$ cat src/rtl/lcdfc_pkg.sv
package lcdfc_pkg;
  parameter int REG_W    = 8;
  parameter int BIT_EN   = 7;
  parameter int BIT_LP   = 6;
  parameter int BIT_FLAG = 4;
  parameter int BIT_IE   = 3;
  parameter int BIT_BL   = 0;
  parameter int FLAG_DIV = 2;

  localparam logic [REG_W-1:0] WR_MASK =
    REG_W'((1 << BIT_EN) | (1 << BIT_LP) | (1 << BIT_IE) | (1 << BIT_BL));
endpackage

$ cat src/rtl/lcdfc_regs.sv
module lcdfc_regs
  import lcdfc_pkg::*;
#(
  parameter int W = REG_W
) (
  input  logic         clk,
  input  logic         rst,
  input  logic         wr_en,
  input  logic [W-1:0] wr_data,
  output logic [W-1:0] cur_vec,
  output logic         en_nxt,
  output logic         ie_nxt
);
  logic [W-1:0] nxt_vec;

  for (genvar i = 0; i < W; i++) begin : g_bit
    if (WR_MASK[i]) begin : g_rw
      assign nxt_vec[i] = wr_en ? wr_data[i] : cur_vec[i];
      always_ff @(posedge clk) begin
        if (rst) cur_vec[i] <= 1'b0;
        else     cur_vec[i] <= nxt_vec[i];
      end
    end else begin : g_rsv
      assign nxt_vec[i] = 1'b0;
      assign cur_vec[i] = 1'b0;
    end
  end

  assign en_nxt = nxt_vec[BIT_EN];
  assign ie_nxt = nxt_vec[BIT_IE];

  // a disabling write clears the enable in the next cycle
  assert_disable_now_R3: assert property (@(posedge clk) disable iff (rst)
    (wr_en && !wr_data[BIT_EN]) |=> !cur_vec[BIT_EN]);
endmodule

$ cat src/rtl/lcdfc_frame.sv
module lcdfc_frame #(
  parameter int DIV = 2
) (
  input  logic clk,
  input  logic rst,
  input  logic sof,
  input  logic en_cur,
  input  logic en_nxt,
  input  logic lp_cur,
  input  logic bl_cur,
  output logic lp_wave,
  output logic blank,
  output logic latch_strobe,
  output logic flag_set
);
  localparam int CW = (DIV > 1) ? $clog2(DIV) : 1;

  logic [CW-1:0] phase;
  logic          accept;

  assign accept   = sof && en_cur && en_nxt;
  assign flag_set = accept && (!lp_cur || phase == '0);

  always_ff @(posedge clk) begin
    if (rst) begin
      lp_wave      <= 1'b0;
      blank        <= 1'b0;
      latch_strobe <= 1'b0;
      phase        <= '0;
    end else begin
      latch_strobe <= accept;
      if (!en_nxt) begin
        lp_wave <= 1'b0;
        blank   <= 1'b0;
        phase   <= '0;
      end else if (accept) begin
        lp_wave <= lp_cur;
        blank   <= bl_cur;
        phase   <= (phase == CW'(DIV - 1)) ? '0 : phase + 1'b1;
      end
    end
  end

  // a latch strobe always follows a frame strobe
  assert_strobe_after_sof_R5: assert property (@(posedge clk) disable iff (rst)
    latch_strobe |-> $past(sof));
  // the waveform mode only rises at a frame boundary
  assert_lp_frame_aligned_R6: assert property (@(posedge clk) disable iff (rst)
    $changed(lp_wave) |-> (latch_strobe || !lp_wave));
  // blanking changes only at a frame boundary or on switch-off
  assert_blank_frame_aligned_R8: assert property (@(posedge clk) disable iff (rst)
    $changed(blank) |-> (latch_strobe || !blank));
endmodule

$ cat src/rtl/lcdfc_irq.sv
module lcdfc_irq (
  input  logic clk,
  input  logic rst,
  input  logic flag_set,
  input  logic flag_clr,
  input  logic ie_nxt,
  input  logic gie,
  output logic flag_q,
  output logic irq
);
  logic flag_nxt;

  always_comb begin
    if (flag_set)      flag_nxt = 1'b1;
    else if (flag_clr) flag_nxt = 1'b0;
    else               flag_nxt = flag_q;
  end

  always_ff @(posedge clk) begin
    if (rst) begin
      flag_q <= 1'b0;
      irq    <= 1'b0;
    end else begin
      flag_q <= flag_nxt;
      irq    <= flag_nxt && ie_nxt && gie;
    end
  end

  // a hardware set is never lost to a clear
  assert_set_wins_R11: assert property (@(posedge clk) disable iff (rst)
    flag_set |=> flag_q);
  // no request without a pending flag
  assert_irq_needs_flag_R12: assert property (@(posedge clk) disable iff (rst)
    irq |-> flag_q);
endmodule

$ cat src/rtl/lcd_frame_ctrl.sv
module lcd_frame_ctrl
  import lcdfc_pkg::*;
(
  input  logic             clk,
  input  logic             rst,
  input  logic             wr_en,
  input  logic [REG_W-1:0] wr_data,
  output logic [REG_W-1:0] rd_data,
  input  logic             sof,
  input  logic             irq_ack,
  input  logic             gie,
  output logic             irq,
  output logic             drv_en,
  output logic             lp_wave,
  output logic             blank,
  output logic             latch_strobe
);
  logic [REG_W-1:0] cur_vec;
  logic             en_nxt;
  logic             ie_nxt;
  logic             flag_set;
  logic             flag_clr;
  logic             flag_q;

  lcdfc_regs #(.W(REG_W)) u_regs (
    .clk     (clk),
    .rst     (rst),
    .wr_en   (wr_en),
    .wr_data (wr_data),
    .cur_vec (cur_vec),
    .en_nxt  (en_nxt),
    .ie_nxt  (ie_nxt)
  );

  lcdfc_frame #(.DIV(FLAG_DIV)) u_frame (
    .clk          (clk),
    .rst          (rst),
    .sof          (sof),
    .en_cur       (cur_vec[BIT_EN]),
    .en_nxt       (en_nxt),
    .lp_cur       (cur_vec[BIT_LP]),
    .bl_cur       (cur_vec[BIT_BL]),
    .lp_wave      (lp_wave),
    .blank        (blank),
    .latch_strobe (latch_strobe),
    .flag_set     (flag_set)
  );

  assign flag_clr = (wr_en && wr_data[BIT_FLAG]) || irq_ack;

  lcdfc_irq u_irq (
    .clk      (clk),
    .rst      (rst),
    .flag_set (flag_set),
    .flag_clr (flag_clr),
    .ie_nxt   (ie_nxt),
    .gie      (gie),
    .flag_q   (flag_q),
    .irq      (irq)
  );

  assign drv_en  = cur_vec[BIT_EN];
  assign rd_data = cur_vec | (REG_W'(flag_q) << BIT_FLAG);

  // nothing reaches the driver while it is off
  assert_off_clears_R9: assert property (@(posedge clk) disable iff (rst)
    !drv_en |-> (!lp_wave && !blank && !latch_strobe));
  // a frame strobe while disabled yields no latch
  assert_sof_ignored_R4: assert property (@(posedge clk) disable iff (rst)
    (sof && !drv_en) |=> !latch_strobe);
endmodule

$ cat config.mk
export PLATFORM = sky130hd
export DESIGN_NAME = lcd_frame_ctrl
export DESIGN_NICKNAME = d
export VERILOG_FILES = /design/src/rtl/lcdfc_pkg.sv /design/src/rtl/lcdfc_regs.sv /design/src/rtl/lcdfc_frame.sv /design/src/rtl/lcdfc_irq.sv /design/src/rtl/lcd_frame_ctrl.sv
export SDC_FILE = /design/constraint.sdc
export NUM_CORES = 1
export LEC_CHECK = 0
export ABC_AREA = 1
export ABC_CLOCK_PERIOD_IN_PS = 800
export BUFFER_PORTS_ARGS = -buffer_cell sky130_fd_sc_hd__buf_2
export CAP_MARGIN = 20
export CORE_AREA = 2 2 39 41
export DETAILED_ROUTE_END_ITERATION = 8
export DIE_AREA = 0 0 41 43
export PLACE_DENSITY = 0.73
export SETUP_SLACK_MARGIN = 0.1
export SLEW_MARGIN = 10
export SYNTH_ARGS = -nofsm -noshare
export SYNTH_HDL_FRONTEND = slang
export SYNTH_SLANG_ARGS = --single-unit
$ cat constraint.sdc
create_clock -name clk -period 0.8 [get_ports clk]
set_input_delay 0.16 -clock clk [delete_from_list [all_inputs] [get_ports clk]]
set_output_delay 0.16 -clock clk [all_outputs]
set_load 0.05 [all_outputs]
==> implementation parameters <==
Parameter                              Value

Setup path
  Register-to-Register Setup Slack ... -0.09 ns
  End point of the critical path ... rd_data[7]
  Required arrival time at the worst endpoint ... 0.64 ns
  Sum of buffers and inverters on the critical path ... 1
  Delay contributed by the slowest stage of the critical path ... 0.38 ns
  Critical path cell sequence ... buf_8
  Launching element type of the critical path ... register
  Critical path peak fanout ... 4
  FF-to-FF End ... u_frame.phase
  Cell with the biggest individual delay on the critical path ... dfxtp_4
  R2R Path Start ... u_regs.cur_vec[7]
  WS Path Type ... reg2out
  CP Capture Type ... primary output
  Timing startpoint of the critical path ... u_regs.cur_vec[7]
  Path depth of the worst reg2reg path ... 4
  CP top delay family ... flip-flops
  Number of stages on the worst setup path ... 1
  Arrival time of the worst setup path ... 0.79 ns

Clock tree
  Total CTS buffers ... 3
  Clock tree from TritonCTS ... done
  Later-pin clock latency in the skew report ... 0.26 ns
  Clock-pin slew on the worst setup and hold paths ... 0.06 ns
  Maximum buffer depth of the clock tree ... 2
  Depth of the CTS H-tree ... 1
  Number of clock sinks ... 10
  Total of hold buffers inserted after clock tree synthesis ... 0
  Root Buffer ... clkbuf_4

Synthesis
  Number of instances in the synthesized netlist ... 58
  Area share of the largest cell type after synthesis ... 0.4558
  Yosys reg bits ... 10
  Leading register cell type out of synthesis ... dfxtp_1
  Top cells by area in the synthesized netlist ... dfxtp_1, buf_4, nand2_1
  Biggest area consumer among synthesized cells ... dfxtp_1
  Synthesis Warnings ... 0
  Unique cell type count in the Yosys netlist ... 14
  Post-Syn Area ... 439.2 um2
  Synthesized area divided by synthesized cell count ... 7.572 um2
  Count of flip-flops with a built-in enable after synthesis ... 0
  Leading post-synthesis cells by instance count ... nand2_1, dfxtp_1, nor2_1
  Most instantiated library cell after synthesis ... nand2_1
  Sequential share of the synthesized area ... 0.4558
  Async S/R FF share, synth ... 0

Global routing
  GRT Resource Usage Total ... 0.1390
  Largest net degree at the start of global routing ... 8
  Vias in the first global route ... 384
  Antenna violations before repair ... 0
  Global-route wire length before repair ... 1.600 mm
  Total grt overflow ... 0

Timing
  Max Slew Vio Count ... 0
  Setup total negative slack ... -1.335 ns
  Minimum setup slack in the final design ... -0.1509 ns
  Worst hold margin ... 0.1267 ns
  Highest clock frequency the design can meet ... 1052 MHz
  Final Hold Vio Count ... 0
  Clock tree skew after final layout ... 0.002769 ns
  Unrepaired setup endpoints after global routing ... yes
  Number of endpoints failing setup at the final stage ... 14
  Post-route clock period utilization ... 1.189
  Post-route minimum period ... 0.9509 ns

Outcome
  Status ... finished, violations left
  Violations in the final reports ... setup timing

Floorplanning
  Die Y ... 43 um
  Starting utilization of the core area ... 0.3174
  Core area ... 1384 um2
  IO Count ... 27
  Area of the die ... 1763 um2
  Row cnt ... 14
  Die width ... 41 um

Pwr
  Power density relative to cell area ... 1590 nW/um2
  Leakage power ... 0.3609 nW
  Pwr Total ... 1.178 mW
  Maximum VDD drop ... 0.7745 mV

Detailed routing
  Count of antenna-violating nets left after detailed routing ... 0
  Via Count ... 412
  DRC ... 0
  Average wire length per cell after detail routing ... 9.784 um
  Average vias per placed instance ... 4.247
  DRC marker count from the first detailed-route iteration ... 9
  Wire length reported by the detailed router ... 949 um
  Router iterations before antenna repair ... 4

Final layout
  Final-layout fill cell count ... 141
  Nets ... 97
  Area added between synthesis and finish ... 68.66%
  Count of antenna diodes in the layout ... 0
  Ratio of cells with drive above 1 in the final layout ... 0.5926

Worst hold path
  Hold Path Depth ... 3
  Hold Path Class ... in2reg

Placed design
  Dpl hpwl ... 681.1 um
  Count of input and output buffers ... 20
  Routability-driven placement congestion ratio ... 0.6856

Job
  Max-cap check violation count ... 0
-- what timing repair did --
action	4_1_cts	5_1_grt
resized for setup	32	12
pin swaps	3	2
endpoints found under the setup margin	15	18
setup buffers	1	1
-- where the power goes --
| group | leakage, nW | total, mW | switching, mW | internal, mW |
|---|---|---|---|---|
| Clock | 0.0138 | 0.333 | 0.160 | 0.173 |
| Combinational | 0.261 | 0.305 | 0.184 | 0.121 |
| Sequential | 0.0864 | 0.540 | 0.0231 | 0.517 |
-- state kept, by name (all words and copies together), names as in the netlist --
register              flops
u_frame.blank             1
u_frame.latch_strobe      1
u_frame.lp_wave           1
u_frame.phase             1
u_irq.flag_q              1
u_irq.irq                 1
u_regs.cur_vec            4
-- per-layer routing --
layer | wire length, um | vias up | GRT usage
li1 | - | 213 | -
met1 | 367 | 185 | 0.1591
met2 | 525 | 12 | 0.2000
met3 | 41 | 2 | 0.03665
met4 | 14 | 0 | 0.1200
met5 | 0 | - | 0
-- metrics by stage --
step	instance area, um2	util	setup WS [ns]	instances
after global routing	740.7	0.5353	-0.1915	97
after floorplan	471.7	-	-0.07180	60
final	740.7	0.5353	-0.1509	97
after detailed placement	561.8	0.4060	-0.09230	92
after CTS	694.4	0.5018	-0.1648	96
after global placement	561.8	0.4060	-0.04354	92
-- cell type report --
| type | instances | area [um2] | area share |
|---|---|---|---|
| well taps | 16 | 20.02 | 0.02703 |
| flip-flops and latches | 10 | 219.0 | 0.2956 |
| clock buffers | 3 | 22.52 | 0.03041 |
| repair buffers | 25 | 237.7 | 0.3209 |
| inverters | 6 | 25.02 | 0.03378 |
| multi-input cells | 37 | 216.5 | 0.2922 |
-- kinds of logic after synthesis --
group	share of synthesized area
simple gates	0.2878
buf+inv	0.1709
flops	0.4558
compound gates	0.05697
xor+xnor	0.01995
other cells	0.008539
-- cells in the final DEF, fill, tap and decap left out, drive strengths merged, types with 2 or more instances in the layout --
master  count
nor2       11
o21ai       2
buf        25
inv         6
clkbuf      3
a21oi       3
dfxtp      10
nand2      13
nand3       2
conb        3
-- worst min-delay path by stage --
stage                    start           endpoint  slack (ns)
floorplan                  rst  u_regs.cur_vec[3]        0.22
global placement    wr_data[0]  u_regs.cur_vec[0]        0.39
detailed placement  wr_data[0]  u_regs.cur_vec[0]        0.39
CTS                 wr_data[0]  u_regs.cur_vec[0]        0.12
global route        wr_data[6]  u_regs.cur_vec[6]        0.13
finish              wr_data[0]  u_regs.cur_vec[0]        0.13
No activity file was read; power rests on OpenSTA's default activity.
